[src/rtl/xbus_pkg.sv]
package xbus_pkg;
   typedef enum logic [2:0] {
      XB_IDLE,
      XB_ADDR,
      XB_DATA,
      XB_WAIT,
      XB_END
   } xb_state_e;

   localparam logic [1:0] XB_W8   = 2'b00;
   localparam logic [1:0] XB_WDYN = 2'b11;
endpackage

[src/rtl/xbus_seq.sv]
module xbus_seq
   import xbus_pkg::*;
#(
   parameter int ADDR_W       = 16,
   parameter bit EDGE_RELEASE = 1'b1
) (
   input  logic              clk,
   input  logic              rst_n,
   input  logic              req_valid,
   input  logic              req_write,
   input  logic              req_fetch,
   input  logic              req_word,
   input  logic [ADDR_W-1:0] req_addr,
   input  logic [1:0]        cfg_width,
   input  logic              bw_i,
   input  logic              rdy_i,
   output xb_state_e         st,
   output logic [ADDR_W-1:0] cur_addr,
   output logic              lat_write,
   output logic              lat_fetch,
   output logic              lat_word,
   output logic              wide,
   output logic              part,
   output logic              last,
   output logic              clk_out
);
   logic [ADDR_W-1:0] base;
   logic release_w;
   logic wide_now;
   logic split;

   generate
      if (EDGE_RELEASE) begin : g_edge
         assign release_w = rdy_i & ~clk_out;
      end else begin : g_any
         assign release_w = rdy_i;
      end
   endgenerate

   assign wide_now = (cfg_width == XB_WDYN) ? bw_i : (cfg_width != XB_W8);
   assign split    = lat_word & ~wide;
   assign last     = ~(split & ~part);
   assign cur_addr = {base[ADDR_W-1:1], base[0] | part};

   always_ff @(posedge clk or negedge rst_n) begin
      if (!rst_n) begin
         st        <= XB_IDLE;
         base      <= '0;
         lat_write <= 1'b0;
         lat_fetch <= 1'b0;
         lat_word  <= 1'b0;
         wide      <= 1'b1;
         part      <= 1'b0;
         clk_out   <= 1'b0;
      end else begin
         clk_out <= ~clk_out;
         case (st)
            XB_IDLE: if (req_valid) begin
               base      <= req_word ? {req_addr[ADDR_W-1:1], 1'b0} : req_addr;
               lat_write <= req_write;
               lat_fetch <= req_fetch;
               lat_word  <= req_word;
               part      <= 1'b0;
               st        <= XB_ADDR;
            end
            XB_ADDR: begin
               if (!part) wide <= wide_now;
               st <= XB_DATA;
            end
            XB_DATA: st <= rdy_i ? XB_END : XB_WAIT;
            XB_WAIT: if (release_w) st <= XB_END;
            XB_END: begin
               if (!last) begin
                  part <= 1'b1;
                  st   <= XB_ADDR;
               end else begin
                  st <= XB_IDLE;
               end
            end
            default: st <= XB_IDLE;
         endcase
      end
   end
endmodule

[src/rtl/xbus_lane.sv]
module xbus_lane
   import xbus_pkg::*;
#(
   parameter int ADDR_W = 16,
   parameter int BYTE_W = 8,
   parameter int DATA_W = 16
) (
   input  logic              clk,
   input  logic              rst_n,
   input  xb_state_e         st,
   input  logic              wide,
   input  logic              part,
   input  logic              lat_word,
   input  logic              lat_write,
   input  logic [ADDR_W-1:0] cur_addr,
   input  logic [DATA_W-1:0] wdata,
   input  logic [DATA_W-1:0] ad_i,
   output logic [DATA_W-1:0] ad_o,
   output logic              ad_oe,
   output logic [DATA_W-1:0] rdata
);
   localparam int HI_W = DATA_W - BYTE_W;

   logic [BYTE_W-1:0] w_lo, w_hi, r_lo, r_hi, lo_src;
   logic data_ph;

   assign w_lo    = wdata[BYTE_W-1:0];
   assign w_hi    = wdata[DATA_W-1:BYTE_W];
   assign r_lo    = ad_i[BYTE_W-1:0];
   assign r_hi    = ad_i[DATA_W-1:BYTE_W];
   assign data_ph = (st == XB_DATA) || (st == XB_WAIT);
   assign lo_src  = (wide && !lat_word && cur_addr[0]) ? r_hi : r_lo;

   always_comb begin
      ad_o = '0;
      if (st == XB_ADDR)     ad_o = DATA_W'(cur_addr);
      else if (wide)         ad_o = lat_word ? wdata : {w_lo, w_lo};
      else                   ad_o[BYTE_W-1:0] = part ? w_hi : w_lo;
   end

   assign ad_oe = (st == XB_ADDR) || (lat_write && (data_ph || st == XB_END));

   always_ff @(posedge clk or negedge rst_n) begin
      if (!rst_n) begin
         rdata <= '0;
      end else if (data_ph && !lat_write) begin
         if (wide && lat_word)     rdata <= ad_i;
         else if (!wide && part)   rdata[DATA_W-1:BYTE_W] <= r_lo;
         else                      rdata <= {{HI_W{1'b0}}, lo_src};
      end
   end
endmodule

[src/rtl/xbus_strobe.sv]
module xbus_strobe
   import xbus_pkg::*;
(
   input  xb_state_e st,
   input  logic      lat_write,
   input  logic      lat_fetch,
   input  logic      lat_word,
   input  logic      wide,
   input  logic      cur_a0,
   input  logic      cfg_adv,
   input  logic      cfg_wrh,
   output logic      as_o,
   output logic      rd_n,
   output logic      wr_n,
   output logic      hb_n,
   output logic      inst_o
);
   logic data_ph, hi_lane, odd_byte;

   assign data_ph  = (st == XB_DATA) || (st == XB_WAIT);
   assign hi_lane  = wide & (lat_word | cur_a0);
   assign odd_byte = wide ? (lat_word | cur_a0) : cur_a0;

   assign as_o   = cfg_adv ? ~((st == XB_ADDR) || data_ph) : (st == XB_ADDR);
   assign rd_n   = ~(data_ph & ~lat_write);
   assign wr_n   = ~(data_ph & lat_write);
   assign hb_n   = ~(data_ph & lat_write & (cfg_wrh ? odd_byte : hi_lane));
   assign inst_o = lat_fetch & (st != XB_IDLE);
endmodule

[src/rtl/xbus_ctrl.sv]
module xbus_ctrl
   import xbus_pkg::*;
#(
   parameter int ADDR_W       = 16,
   parameter int BYTE_W       = 8,
   parameter int DATA_W       = 16,
   parameter bit EDGE_RELEASE = 1'b1
) (
   input  logic              clk,
   input  logic              rst_n,
   input  logic              req_valid,
   output logic              req_ready,
   input  logic              req_write,
   input  logic              req_fetch,
   input  logic              req_word,
   input  logic [ADDR_W-1:0] req_addr,
   input  logic [DATA_W-1:0] req_wdata,
   output logic              done,
   output logic [DATA_W-1:0] rdata,
   input  logic              cfg_adv,
   input  logic              cfg_wrh,
   input  logic [1:0]        cfg_width,
   input  logic              bw_i,
   input  logic              rdy_i,
   output logic [DATA_W-1:0] ad_o,
   input  logic [DATA_W-1:0] ad_i,
   output logic              ad_oe,
   output logic              as_o,
   output logic              rd_n,
   output logic              wr_n,
   output logic              hb_n,
   output logic              inst_o,
   output logic              clk_out
);
   generate
      if (DATA_W != 2 * BYTE_W) begin : g_bad_lanes
         $error("xbus_ctrl: DATA_W must hold exactly two byte lanes");
      end
      if (ADDR_W > DATA_W || ADDR_W < 2) begin : g_bad_addr
         $error("xbus_ctrl: ADDR_W must fit the multiplexed bus");
      end
   endgenerate

   xb_state_e         st;
   logic [ADDR_W-1:0] cur_addr;
   logic lat_write, lat_fetch, lat_word, wide, part, last;

   xbus_seq #(.ADDR_W(ADDR_W), .EDGE_RELEASE(EDGE_RELEASE)) u_seq (
      .clk(clk), .rst_n(rst_n), .req_valid(req_valid), .req_write(req_write),
      .req_fetch(req_fetch), .req_word(req_word), .req_addr(req_addr),
      .cfg_width(cfg_width), .bw_i(bw_i), .rdy_i(rdy_i), .st(st),
      .cur_addr(cur_addr), .lat_write(lat_write), .lat_fetch(lat_fetch),
      .lat_word(lat_word), .wide(wide), .part(part), .last(last),
      .clk_out(clk_out)
   );

   xbus_lane #(.ADDR_W(ADDR_W), .BYTE_W(BYTE_W), .DATA_W(DATA_W)) u_lane (
      .clk(clk), .rst_n(rst_n), .st(st), .wide(wide), .part(part),
      .lat_word(lat_word), .lat_write(lat_write), .cur_addr(cur_addr),
      .wdata(req_wdata), .ad_i(ad_i), .ad_o(ad_o), .ad_oe(ad_oe),
      .rdata(rdata)
   );

   xbus_strobe u_strobe (
      .st(st), .lat_write(lat_write), .lat_fetch(lat_fetch),
      .lat_word(lat_word), .wide(wide), .cur_a0(cur_addr[0]),
      .cfg_adv(cfg_adv), .cfg_wrh(cfg_wrh), .as_o(as_o), .rd_n(rd_n),
      .wr_n(wr_n), .hb_n(hb_n), .inst_o(inst_o)
   );

   assign req_ready = (st == XB_IDLE);
   assign done      = (st == XB_END) && last;
endmodule

[config.mk]
export PLATFORM = sky130hd
export DESIGN_NAME = xbus_ctrl
export DESIGN_NICKNAME = d
export VERILOG_FILES = /design/src/rtl/xbus_pkg.sv /design/src/rtl/xbus_seq.sv /design/src/rtl/xbus_lane.sv /design/src/rtl/xbus_strobe.sv /design/src/rtl/xbus_ctrl.sv
export SDC_FILE = /design/constraint.sdc
export NUM_CORES = 1
export LEC_CHECK = 0
export BUFFER_PORTS_ARGS = -buffer_cell sky130_fd_sc_hd__buf_4
export CORE_MARGIN = 2
export CORE_UTILIZATION = 35
export DETAILED_ROUTE_END_ITERATION = 7
export GPL_TIMING_DRIVEN = 0
export PLACE_DENSITY_LB_ADDON = 0.15
export SETUP_SLACK_MARGIN = 0.5
export SLEW_MARGIN = 5
export SYNTH_ARGS = -nofsm -noshare
export SYNTH_HDL_FRONTEND = slang
export SYNTH_HIERARCHICAL = 1
export SYNTH_SLANG_ARGS = --single-unit
[constraint.sdc]
create_clock -name clk -period 2.2 [get_ports clk]
set_clock_uncertainty 0.05 [all_clocks]
set_input_delay 0 -clock clk [delete_from_list [all_inputs] [get_ports clk]]
set_output_delay 0 -clock clk [all_outputs]
set_load 0.005 [all_outputs]
==> flow_summary.rst, run 1 <==
.. list-table::
   :header-rows: 1

   * - Metric
     - Value
   * - Total number of clock tree sinks
     - between 40 and 50
   * - Number of antenna violations at the first check in global routing
     - 0
   * - Final design area excluding fillers
     - 4189 µm²
   * - Most common cell in the netlist
     - sky130_fd_sc_hd__dfrtp_1
   * - Initial DRT Pass Iterations
     - 4
   * - Height of the die
     - 88.09 µm
   * - Gr ovfl total
     - 0
   * - Vias in the first global route
     - between 2k and 2.5k
   * - Placer congestion estimate
     - between 0.8 and 0.9
   * - Wirelength, routed
     - a little under 8000 µm
   * - Final Slew Violations
     - 0
   * - Worst R2R Start
     - u_seq/st[1]$_DFFE_PN0P_
   * - Max transition margin
     - 63.34%
   * - Number of buffers created by CTS
     - 5
   * - Dominant cells by area after synthesis
     - sky130_fd_sc_hd__dfrtp_1 (40%), sky130_fd_sc_hd__mux2_2 (8.2%), sky130_fd_sc_hd__mux2i_1 (6.5%), sky130_fd_sc_hd__buf_4 (5.2%), sky130_fd_sc_hd__o21ai_0 (3.2%)
   * - Transition at the pin with the smallest max-transition slack
     - 549.9 ps
   * - Number of buffers inserted by port buffering
     - 100
   * - Worst vdd rail ir drop
     - between 0.0006 and 0.0007 V
   * - Number of DRC markers after the initial detailed-route iteration
     - 111
   * - Placed wire-length estimate
     - between 4000 and 5000 µm
   * - Root buffer cell
     - sky130_fd_sc_hd__clkbuf_8
   * - Final-layout fill cell count
     - a little over 600
   * - Count of different cell masters after synthesis
     - between 40 and 50
   * - Via-to-Cell Ratio
     - 4.952
   * - Insertion delay of the later-clocked pin in the worst-skew pair
     - 300 ps
   * - Post-Synthesis Cell Area
     - 2475 µm²
   * - Post-synth EDFFs
     - 0
   * - Crit path required time
     - 2330 ps
   * - Pin count of the biggest net entering global routing
     - 42
   * - Initial cell density of the core
     - roughly 36%
   * - Clock transition at the register clock pins on the worst setup and hold paths after CTS
     - approximately 90 ps
   * - Asr flop ratio synth
     - 100.0%
   * - Post-Syn Instances
     - 239
   * - Run status
     - completed
   * - Maximum level of the CTS H-tree
     - 2
   * - Final-stage net count
     - 468
   * - Kind of critical path
     - flip-flop to flip-flop
   * - Maximum fanout count along the critical path
     - 5
   * - Critical Path Sink Type
     - flip-flop
   * - Total track usage
     - 19.07%
   * - Combinational family with the most area after synthesis
     - compound AO/OA/AOI/OAI gates
   * - Share of the core filled with cells in the final layout
     - 61.32%
   * - Overall Power
     - 5351 µW
   * - Area post-placement
     - 3346 µm²
   * - Number of antenna repair diodes
     - 0
   * - Via count
     - 2501
   * - Drc violations
     - 0
   * - Post-synth top area share
     - 40.44%
   * - Area leader, netlist
     - sky130_fd_sc_hd__dfrtp_1
   * - Total count of hold-check failures in the final report
     - 0
   * - Core Area
     - 6832 µm²
   * - Most instantiated flip-flop cell in the synthesis netlist
     - sky130_fd_sc_hd__dfrtp_1
   * - Arrival time reported for the critical path endpoint
     - between 1500 and 2000 ps
   * - Area share of fa/ha/maj cells after synthesis
     - 0%
   * - TritonCTS clock tree
     - built
   * - Hold crit path type
     - input port to flip-flop
   * - Mux share of post-synthesis cell area
     - 15.12%
   * - Leakage power summed over all cells
     - 0.001928 µW
   * - Final clock period utilization by the worst path
     - 76.87%
   * - Launching element of the worst setup path
     - u_seq/st[1]$_DFFE_PN0P_
   * - Total of flip-flops plus latches after synthesis
     - 41
   * - Highest clock frequency the design can meet
     - 0.5913 GHz
   * - Reg2Reg Depth
     - 5
   * - Min-Delay Startpoint
     - ad_i[7]
   * - Startpoint type of the worst setup path
     - flip-flop
   * - IO Pins
     - about 100
   * - Total negative slack
     - 0 ps
   * - Setup repair after global routing missed its margin
     - true
   * - Warning count from the yosys run
     - 6
   * - Ratio of total power to cell area
     - 1277 nW/µm²
   * - Number of routed nets with antenna violations
     - 0
   * - Post-detailed-route wirelength per cell
     - 15.25 µm
   * - Share of the synthesized netlist area taken by xor and xnor gates
     - 0%
   * - Total nets after synthesis
     - 299
   * - Share of post-route cells with drive strength above 1
     - 47.43%
   * - Syn Area/Cell
     - 10.36 µm²
   * - Total Die Area
     - 7760 µm²
   * - Die X
     - 88.09 µm
   * - Minimum clock period after layout
     - 1691 ps
   * - Cell depth of the worst min-delay path
     - 3
   * - Post-synthesis compound-gate area fraction
     - 17.75%
   * - Basic-gate share of the synthesized area counting and, or, nand and nor cells
     - between 15 and 20%
   * - Max-cap violations
     - 0
   * - Number of failing setup endpoints in the final timing report
     - 0
   * - Clock Path Buffers
     - 2
   * - Area growth, synth to finish
     - 69.26%
   * - Most numerous cell types in the synthesized netlist
     - sky130_fd_sc_hd__dfrtp_1 (40), sky130_fd_sc_hd__mux2_2 (18), sky130_fd_sc_hd__nor2_1 (18)
   * - Wire length of the first global-routing pass
     - around 11000 µm
   * - Cell row count
     - 30
   * - Sequential share of the synthesized area
     - a little over 40%
## what timing repair did
action                                 in CTS  in global routing
hold buffers                               39                  0
buffers inserted                           11                  9
pin swaps                                   1                  4
endpoints found under the hold margin      77                  0
cloned                                      0                  3
resized for setup                          21                 38
setup endpoints to repair                  49                 50
## per-stage QoR
stage	std cells	hold slack, ps	worst slack, ps
after floorplan	239	-345.6	548.5
after global placement	435	-21.87	354.8
after detailed placement	435	-19.70	317.2
after CTS	493	12.64	485.3
after global routing	505	39.90	483.1
final	505	26.98	508.8
## cell type report
cell class | instances | area, µm² | area share, %
multi-input combinational | 161 | 1282 | 30.62
timing repair buffer | 162 | 1370 | 32.71
inverter | 5 | 18.77 | 0.4480
sequential | 41 | 1031 | 24.61
tap | 96 | 120.1 | 2.867
clock buffer | 8 | 90.09 | 2.151
buffer | 32 | 276.5 | 6.601
## routing by layer
| layer | GRT usage [%] | vias to the layer above | part of all wire, % |
|---|---|---|---|
| met5 | 0 | - | 0 |
| met4 | 5.510 | 0 | 0.73 |
| met3 | 3.770 | 6 | 6.2 |
| met2 | 31.75 | 97 | 48 |
| met1 | 25.28 | 1197 | 45 |
| li1 | - | 1201 | - |
## logic make-up after synthesis
group / count (synthesis)
muxes: 35
DFF: 41
and+or+nand+nor: 62
buffers and inverters: 37
AOI/OAI and AO/OA: 64
## worst paths after layout
kind,slack (ps),to
worst max register to register,510,u_seq/base[10]$_DFFE_PN0P_
worst min-delay path,30,u_lane/rdata[7]$_DFFE_PN0P_
min in group asynchronous,170,u_lane/rdata[9]$_DFFE_PN0P_
worst min register to register,450,u_seq/base[7]$_DFFE_PN0P_
worst max-delay path,510,u_seq/base[10]$_DFFE_PN0P_
max in group asynchronous,1530,u_seq/st[2]$_DFFE_PN0P_
## critical path: stages (launching register included)
cell and delay, ps:
sky130_fd_sc_hd__dfrtp_2 460, sky130_fd_sc_hd__buf_6 140, sky130_fd_sc_hd__nor4b_4 270, sky130_fd_sc_hd__buf_6 180, sky130_fd_sc_hd__clkbuf_16 140, sky130_fd_sc_hd__mux2_2 320
## placed cells by master, fill, tap and decap left out, types with 3 or more instances in the layout
cell / n
sky130_fd_sc_hd__o31ai_1: 5
sky130_fd_sc_hd__o31ai_2: 3
sky130_fd_sc_hd__nand2_1: 12
sky130_fd_sc_hd__mux2_2: 11
sky130_fd_sc_hd__buf_4: 131
sky130_fd_sc_hd__o21ai_1: 4
sky130_fd_sc_hd__nor2_1: 18
sky130_fd_sc_hd__clkbuf_8: 6
sky130_fd_sc_hd__buf_12: 3
sky130_fd_sc_hd__clkbuf_1: 3
sky130_fd_sc_hd__mux2i_1: 15
sky130_fd_sc_hd__dfrtp_1: 37
sky130_fd_sc_hd__nand3b_1: 4
sky130_fd_sc_hd__a22o_1: 9
sky130_fd_sc_hd__buf_6: 9
sky130_fd_sc_hd__a2bb2oi_1: 8
sky130_fd_sc_hd__a21oi_1: 10
sky130_fd_sc_hd__o21ai_0: 12
sky130_fd_sc_hd__mux2_4: 7
sky130_fd_sc_hd__dfrtp_2: 3
sky130_fd_sc_hd__dlygate4sd3_1: 39
sky130_fd_sc_hd__a22oi_1: 8
sky130_fd_sc_hd__clkbuf_2: 3
sky130_fd_sc_hd__or4bb_1: 6
sky130_fd_sc_hd__buf_8: 3
sky130_fd_sc_hd__buf_2: 3
sky130_fd_sc_hd__inv_1: 5
## power breakdown
part	total [µW]	switching (µW)	internal [µW]	leakage [µW]
registers	1400	258	1140	0.000473
logic	3430	1400	2020	0.00141
clock network	524	268	256	0.0000455
total	5350	1930	3420	0.00193
## flip-flops by register name, indices dropped and copies added (netlist names)
register	flops
u_seq/lat_word	1
u_seq/lat_write	1
u_seq/lat_fetch	1
u_seq/part	1
u_seq/clk_out	1
u_seq/st	3
u_seq/base	16
u_lane/rdata	16
u_seq/wide	1
(Power assumes the default switching activity.)
==> inputs of run 2 (changes only) <==
==> constraint.sdc (replaced) <==
create_clock -name clk -period 1.7 [get_ports clk]
set_clock_uncertainty 0.05 [all_clocks]
set_input_delay 0 -clock clk [delete_from_list [all_inputs] [get_ports clk]]
set_output_delay 0 -clock clk [all_outputs]
set_load 0.005 [all_outputs]
==> run 2 against run 1 <==
  * Clock power is 29% higher
  * Sequential power up 31%
  * Core utilization up 9.7 points
  * Die area stayed put
  * Design area increased by 16%
  * Via count rose by 6.4%
  * Worst hold slack better by 26 ps
  * Combinational power up 74%
  * Critical path type is now flip-flop to primary output
  * Critical endpoint is now ad_o[11]
  * Highest routed layer unchanged
==> flow_summary.rst, run 2 (synthesized netlist as in run 1, its figures left out) <==
.. list-table::
   :header-rows: 1

   * - Metric
     - Value
   * - Final design area excluding fillers
     - 4852 µm²
   * - Multi-input logic area
     - 1590 µm²
   * - Clock transition at the register clock pins on the worst setup and hold paths after CTS
     - 80 ps
   * - Reg2Reg Depth
     - 5
   * - Pin count of the biggest net entering global routing
     - 42
   * - Total Die Area
     - 7760 µm²
   * - Via-to-Cell Ratio
     - 5.061
   * - Startpoint type of the worst setup path
     - flip-flop
   * - Root buffer cell
     - sky130_fd_sc_hd__clkbuf_8
   * - Highest clock frequency the design can meet
     - 0.5952 GHz
   * - Internal
     - 5447 µW
   * - Non-filler instance count after layout
     - 526
   * - Maximum level of the CTS H-tree
     - 2
   * - Initial DRT Pass Iterations
     - 4
   * - Cell count after placement
     - 435
   * - Transition at the pin with the smallest max-transition slack
     - 558.3 ps
   * - Largest incremental delay on the critical path
     - 460 ps
   * - Number of antenna violations at the first check in global routing
     - 0
   * - Final Slew Violations
     - 0
   * - Via count
     - about 2.7k
   * - Cell depth of the worst min-delay path
     - 4
   * - Path length in cells of the critical path
     - 6
   * - Final-stage net count
     - a little under 500
   * - Worst vdd rail ir drop
     - 0.0007981 V
   * - Hold Path End
     - u_seq/wide$_DFFE_PN1P_
   * - Number of failing setup endpoints in the final timing report
     - 0
   * - Die X
     - 88.09 µm
   * - Number of DRC markers after the initial detailed-route iteration
     - 125
   * - Leakage power summed over all cells
     - 0.002188 µW
   * - Worst Path Buf+Inv
     - 3
   * - Vias in the first global route
     - 2627
   * - Worst setup slack for register-to-register paths
     - 20 ps
   * - Gr ovfl total
     - 0
   * - Area of all sequential standard cells
     - 1031 µm²
   * - Kind of critical path
     - flip-flop to primary output
   * - Sequential Power Share
     - 21.6%
   * - Share of the core filled with cells in the final layout
     - 71.03%
   * - Worst R2R Start
     - u_seq/st[1]$_DFFE_PN0P_
   * - Biggest registers after layout
     - u_lane/rdata x16, u_seq/base x16, u_seq/st x3
   * - Worst path top cell family by delay
     - flip-flops
   * - Switching power of the nets
     - 3020 µW
   * - Run status
     - completed
   * - Drc violations
     - 0
   * - End of the worst register-to-register path
     - u_seq/base[3]$_DFFE_PN0P_
   * - Total negative slack
     - 0 ps
   * - Cell-by-cell trace of the critical path
     - nor3b_4 -> buf_6 -> buf_8 -> nor2_1 -> a22o_1 -> buf_4
   * - Setup repair after global routing missed its margin
     - true
   * - Initial cell density of the core
     - approximately 36%
   * - Maximum fanout count along the critical path
     - 6
   * - Most common cell after layout, fill and taps aside
     - sky130_fd_sc_hd__buf_4
   * - Placer congestion estimate
     - 0.8105
   * - Total count of hold-check failures in the final report
     - 0
   * - Cell row count
     - 30
   * - Share of total power in the clock network
     - 8.0%
   * - Comb power frac
     - 70.4%
   * - Placed wire-length estimate
     - 5037 µm
   * - Launching element of the worst setup path
     - u_seq/st[1]$_DFFE_PN0P_
   * - Final-layout fill cell count
     - 508
   * - Share of post-route cells with drive strength above 1
     - around three fifths
   * - Insertion delay of the later-clocked pin in the worst-skew pair
     - 290 ps
   * - Switch share
     - 35.67%
   * - Area growth, synth to finish
     - 96.06%
   * - Max transition margin
     - a little over three fifths
   * - Wire length of the first global-routing pass
     - approximately 13000 µm
   * - Ratio of total power to cell area
     - 1745 nW/µm²
   * - Wirelength, routed
     - approximately 9000 µm
   * - Final clock period utilization by the worst path
     - 98.83%
   * - Number of antenna repair diodes
     - 0
   * - Number of routed nets with antenna violations
     - 0
   * - Clock Path Buffers
     - 2
   * - Critical Path Sink Type
     - primary output
   * - Height of the die
     - 88.09 µm
   * - Hold crit path type
     - input port to flip-flop
   * - Crit path required time
     - 1650 ps
   * - Number of buffers created by CTS
     - 5
   * - Hold slack
     - 53.37 ps
   * - Arrival time reported for the critical path endpoint
     - 1630 ps
   * - Max-cap violations
     - 0
   * - Number of buffers inserted by port buffering
     - 100
   * - Slowest cell on crit path
     - sky130_fd_sc_hd__dfrtp_2
   * - Core Area
     - 6832 µm²
   * - Commonest cells after routing, fill and taps aside
     - sky130_fd_sc_hd__buf_4 (125), sky130_fd_sc_hd__dlygate4sd3_1 (39), sky130_fd_sc_hd__dfrtp_1 (37), sky130_fd_sc_hd__buf_6 (33), sky130_fd_sc_hd__mux2_4 (18)
   * - TritonCTS clock tree
     - built
   * - Area post-placement
     - 3415 µm²
   * - Min-Delay Startpoint
     - bw_i
   * - Post-detailed-route wirelength per cell
     - 16.66 µm
   * - IO Pins
     - 101
   * - Total number of clock tree sinks
     - between 40 and 50
   * - Total track usage
     - 21.36%
   * - Minimum clock period after layout
     - 1680 ps
run 2: final cells by class:
cell class	instances	share of cell area, %
flip-flops and latches	41	21.25
repair buffers	183	34.14
multi-input cells	161	32.77
inverters	5	0.3868
plain buffers	32	7.117
clock buffers	8	1.857
well taps	96	2.476
run 2: worst max path at each step:
stage               slack [ps]                     endpoint
global placement           -30  u_lane/rdata[7]$_DFFE_PN0P_
detailed placement         -10    u_seq/base[2]$_DFFE_PN0P_
global route               -30                     ad_o[11]
floorplan                  110   u_seq/base[11]$_DFFE_PN0P_
CTS                         50    u_seq/base[2]$_DFFE_PN0P_
finish                      20                     ad_o[11]
run 2: worst min-delay path, stage by stage:
cell and delay, ps:
sky130_fd_sc_hd__buf_4 100, sky130_fd_sc_hd__nand3b_1 130, sky130_fd_sc_hd__o21ai_0 90, sky130_fd_sc_hd__o21ai_1 80
run 2: repair_timing:
action | in CTS | in global routing
hold endpoints to repair | 79 | 0
gates cloned | 3 | 1
gates resized for setup | 90 | 64
setup endpoints to repair | 62 | 64
pin swaps | 18 | 21
hold buffers | 39 | 0
buffers inserted | 26 | 14
run 2: power by group through the flow:
stage / clock network (µW) / registers [µW] / logic (µW)
after global placement: 0 / 1920 / 3550
final: 678 / 1830 / 5960
after floorplan: 0 / 1830 / 2230
after global routing: 738 / 1880 / 6330
after CTS: 693 / 1810 / 5110
after detailed placement: 0 / 1930 / 3580
run 2: routing by layer:
| layer | GRT usage (%) | vias to the layer above | part of all wire [%] |
|---|---|---|---|
| met1 | 27.29 | 1312 | 42 |
| met4 | 4.821 | 0 | 1.2 |
| li1 | - | 1249 | - |
| met2 | 37.60 | 92 | 52 |
| met5 | 0 | - | 0 |
| met3 | 3.959 | 9 | 5.1 |
run 2: through the flow:
| stage | power (µW) | setup slack [ps] |
|---|---|---|
| after detailed placement | 5516 | -10.03 |
| after CTS | 7611 | 50.89 |
| after global placement | 5465 | -26.46 |
| after global routing | 8951 | -28.57 |
| after floorplan | 4060 | 114.3 |
| final | 8467 | 19.89 |
==> inputs of run 3 (changes only) <==
--- a/config.mk
+++ b/config.mk
@@ -8,9 +8,11 @@
 export BUFFER_PORTS_ARGS = -buffer_cell sky130_fd_sc_hd__buf_4
 export CORE_MARGIN = 2
 export CORE_UTILIZATION = 35
+export CTS_BUF_LIST = sky130_fd_sc_hd__clkbuf_8
 export DETAILED_ROUTE_END_ITERATION = 7
 export GPL_TIMING_DRIVEN = 0
 export PLACE_DENSITY_LB_ADDON = 0.15
+export RECOVER_POWER = 50
 export SETUP_SLACK_MARGIN = 0.5
 export SLEW_MARGIN = 5
 export SYNTH_ARGS = -nofsm -noshare
==> constraint.sdc (replaced) <==
create_clock -name clk -period 1.7 [get_ports clk]
set_clock_uncertainty 0.05 [all_clocks]
set_input_delay 0.17 -clock clk [delete_from_list [all_inputs] [get_ports clk]]
set_output_delay 0.17 -clock clk [all_outputs]
set_load 0.005 [all_outputs]
==> run 3 against run 2 <==
  * The run now ends with setup timing left
  * Design area fell by 0.62%
  * Non-clock buffer count decreased by 32
  * Combinational power up 11%
  * Maximum frequency decreased by 8.8%
  * Total power is 10% higher
  * Die area unchanged
  * Critical endpoint is now ad_o[2]
  * Largest cell class unchanged
  * Largest power group unchanged
==> flow_summary.rst, run 3 (synthesized netlist as in run 1, its figures left out) <==
.. list-table::
   :header-rows: 1

   * - Metric
     - Value
   * - Number of buffers inserted by port buffering
     - 100
   * - Number of failing setup endpoints in the final timing report
     - 40
   * - Maximum fanout count along the critical path
     - 5
   * - Most common cell after layout, fill and taps aside
     - sky130_fd_sc_hd__buf_4
   * - Crit path required time
     - roughly 1500 ps
   * - Critical Path Sink Type
     - primary output
   * - Number of routed nets with antenna violations
     - 0
   * - Violations in the final reports
     - setup timing
   * - Wire length on met2
     - 4494 µm
   * - Wirelength, routed
     - 8920 µm
   * - Initial cell density of the core
     - between 30% and 40%
   * - Non-filler instance count after layout
     - 494
   * - Initial DRT Pass Iterations
     - 4
   * - Min-Delay Startpoint
     - req_addr[10]
   * - Placer congestion estimate
     - 0.8063
   * - Max transition margin
     - a little over a quarter
   * - Clock transition at the register clock pins on the worst setup and hold paths after CTS
     - 90 ps
   * - Number of antenna violations at the first check in global routing
     - 0
   * - Highest clock frequency the design can meet
     - roughly 0.54 GHz
   * - TritonCTS clock tree
     - built
   * - Number of DRC markers after the initial detailed-route iteration
     - 75
   * - Minimum clock period after layout
     - 1841 ps
   * - Worst setup slack for register-to-register paths
     - -110 ps
   * - Hold Path End
     - u_seq/base[10]$_DFFE_PN0P_
   * - Total Die Area
     - approximately 7800 µm²
   * - Arrival time reported for the critical path endpoint
     - around 1600 ps
   * - Gr ovfl total
     - 0
   * - Largest incremental delay on the critical path
     - 580 ps
   * - Worst R2R Start
     - u_seq/st[1]$_DFFE_PN0P_
   * - Share of post-route cells with drive strength above 1
     - ~72%
   * - IO Pins
     - 101
   * - Max-cap violations
     - 0
   * - Final clock period utilization by the worst path
     - 108.3%
   * - DP Worst Slack
     - -110.4 ps
   * - Transition at the pin with the smallest max-transition slack
     - 1091 ps
   * - Cell-by-cell trace of the critical path
     - nor2b_2 -> buf_6 -> buf_12 -> mux2i_1 -> o21ai_0 -> buf_4
   * - Number of buffers created by CTS
     - 5
   * - Via count
     - around 2.6k
   * - Slowest cell on crit path
     - sky130_fd_sc_hd__dfstp_2
   * - Cell depth of the worst min-delay path
     - 2
   * - Leakage power summed over all cells
     - 0.002174 µW
   * - Vias in the first global route
     - 2677
   * - Run status
     - finished with violations
   * - Height of the die
     - just under 90 µm
   * - Wire length the detailed router placed on met1
     - 3755 µm
   * - Number of antenna repair diodes
     - 0
   * - Final Slew Violations
     - 0
   * - Maximum level of the CTS H-tree
     - 2
   * - Hold crit path type
     - input port to flip-flop
   * - Root buffer cell
     - sky130_fd_sc_hd__clkbuf_8
   * - Cell row count
     - 30
   * - Clock Path Buffers
     - 2
   * - Total number of clock tree sinks
     - 41
   * - Biggest registers after layout
     - u_lane/rdata x16, u_seq/base x16, u_seq/st x3
   * - Worst-case setup margin in the final layout
     - -141.5 ps
   * - Die X
     - 88.09 µm
   * - Pin count of the biggest net entering global routing
     - 42
   * - Routed length on met3
     - 492 µm
   * - Kind of critical path
     - flip-flop to primary output
   * - Insertion delay of the later-clocked pin in the worst-skew pair
     - 300 ps
   * - End of the worst register-to-register path
     - u_seq/base[8]$_DFFE_PN0P_
   * - Setup repair after global routing missed its margin
     - true
   * - Cell count after placement
     - 435
   * - Final-stage net count
     - 457
   * - Core Area
     - between 6000 and 7000 µm²
   * - Drc violations
     - 0
   * - Ratio of total power to cell area
     - 1931 nW/µm²
   * - Worst vdd rail ir drop
     - about 0.00080 V
   * - Via-to-Cell Ratio
     - 5.225
   * - Total count of hold-check failures in the final report
     - 0
   * - Total track usage
     - 22.60%
   * - Wire length of the first global-routing pass
     - 13340 µm
   * - Area growth, synth to finish
     - 94.84%
   * - Reg2Reg Depth
     - 6
   * - Commonest cells after routing, fill and taps aside
     - sky130_fd_sc_hd__buf_4 (126), sky130_fd_sc_hd__dfrtp_1 (37), sky130_fd_sc_hd__buf_6 (31), sky130_fd_sc_hd__mux2_4 (18), sky130_fd_sc_hd__mux2i_1 (14)
   * - Uppermost layer routed
     - met4
   * - Placed wire-length estimate
     - 4904 µm
   * - Post-detailed-route wirelength per cell
     - 18.06 µm
   * - Startpoint type of the worst setup path
     - flip-flop
==> run 3: layout make-up <==
cell class / count / area, µm²
multi-input cells: 161 / 1730
flip-flops and latches: 41 / 1031
plain buffers: 32 / 364.1
fillers: 513 / 2009
inverters: 5 / 23.77
well taps: 96 / 120.1
repair buffers: 151 / 1436
clock inverters: 2 / 33.78
clock buffers: 6 / 82.58
==> run 3: worst max path at each step <==
stage                            startpoint                         end  slack [ps]  cells after the start
floorplan           u_seq/st[2]$_DFFE_PN0P_  u_seq/base[11]$_DFFE_PN0P_         110                      4
global placement    u_seq/st[0]$_DFFE_PN0P_                    ad_o[13]        -120                      5
detailed placement  u_seq/st[0]$_DFFE_PN0P_                    ad_o[13]        -110                      5
CTS                 u_seq/st[1]$_DFFE_PN0P_                    ad_o[10]        -130                      6
global route         u_seq/wide$_DFFE_PN1P_                     ad_o[5]        -210                      6
finish               u_seq/wide$_DFFE_PN1P_                     ad_o[2]        -140                      6
==> run 3: repair_timing <==
action,in CTS,in global routing
pin swaps,35,24
resized for setup,145,51
hold buffers,1,0
gates cloned,7,2
setup buffers,29,12
endpoints found under the setup margin,62,64
endpoints found under the hold margin,40,0
==> run 3: metrics by stage <==
step	hold slack, ps	instance area (µm²)	power (µW)	TNS, ps	util (%)
2_1_floorplan	-175.6	2546	4067	0	-
3_3_place_gp	152.4	3417	5479	-1180	50.02
3_5_place_dp	151.8	3417	5524	-1317	50.02
4_1_cts	36.90	4503	8526	-2359	65.92
5_1_grt	30.63	4822	9824	-6218	70.59
6_report	47.21	4822	9312	-3364	70.59
==> run 3: report_power, final <==
part | switching, µW | total [µW] | internal, µW
clock network | 369 | 842 | 474
registers | 385 | 1860 | 1480
logic | 2560 | 6610 | 4050
==> run 3: critical path: cells and delay by family, from the launching register on <==
| family | cells | cell delay [ps] |
|---|---|---|
| DFF | 1 | 580 |
| muxes | 1 | 110 |
| and+or+nand+nor | 1 | 50 |
| AOI/OAI and AO/OA | 1 | 180 |
| buffers and inverters | 3 | 400 |
==> run 3: metal layers <==
layer	global-route usage (%)	vias to the layer above
li1	-	1193
met1	27.75	1274
met2	40.29	97
met3	4.618	17
met4	6.198	0
met5	0	-
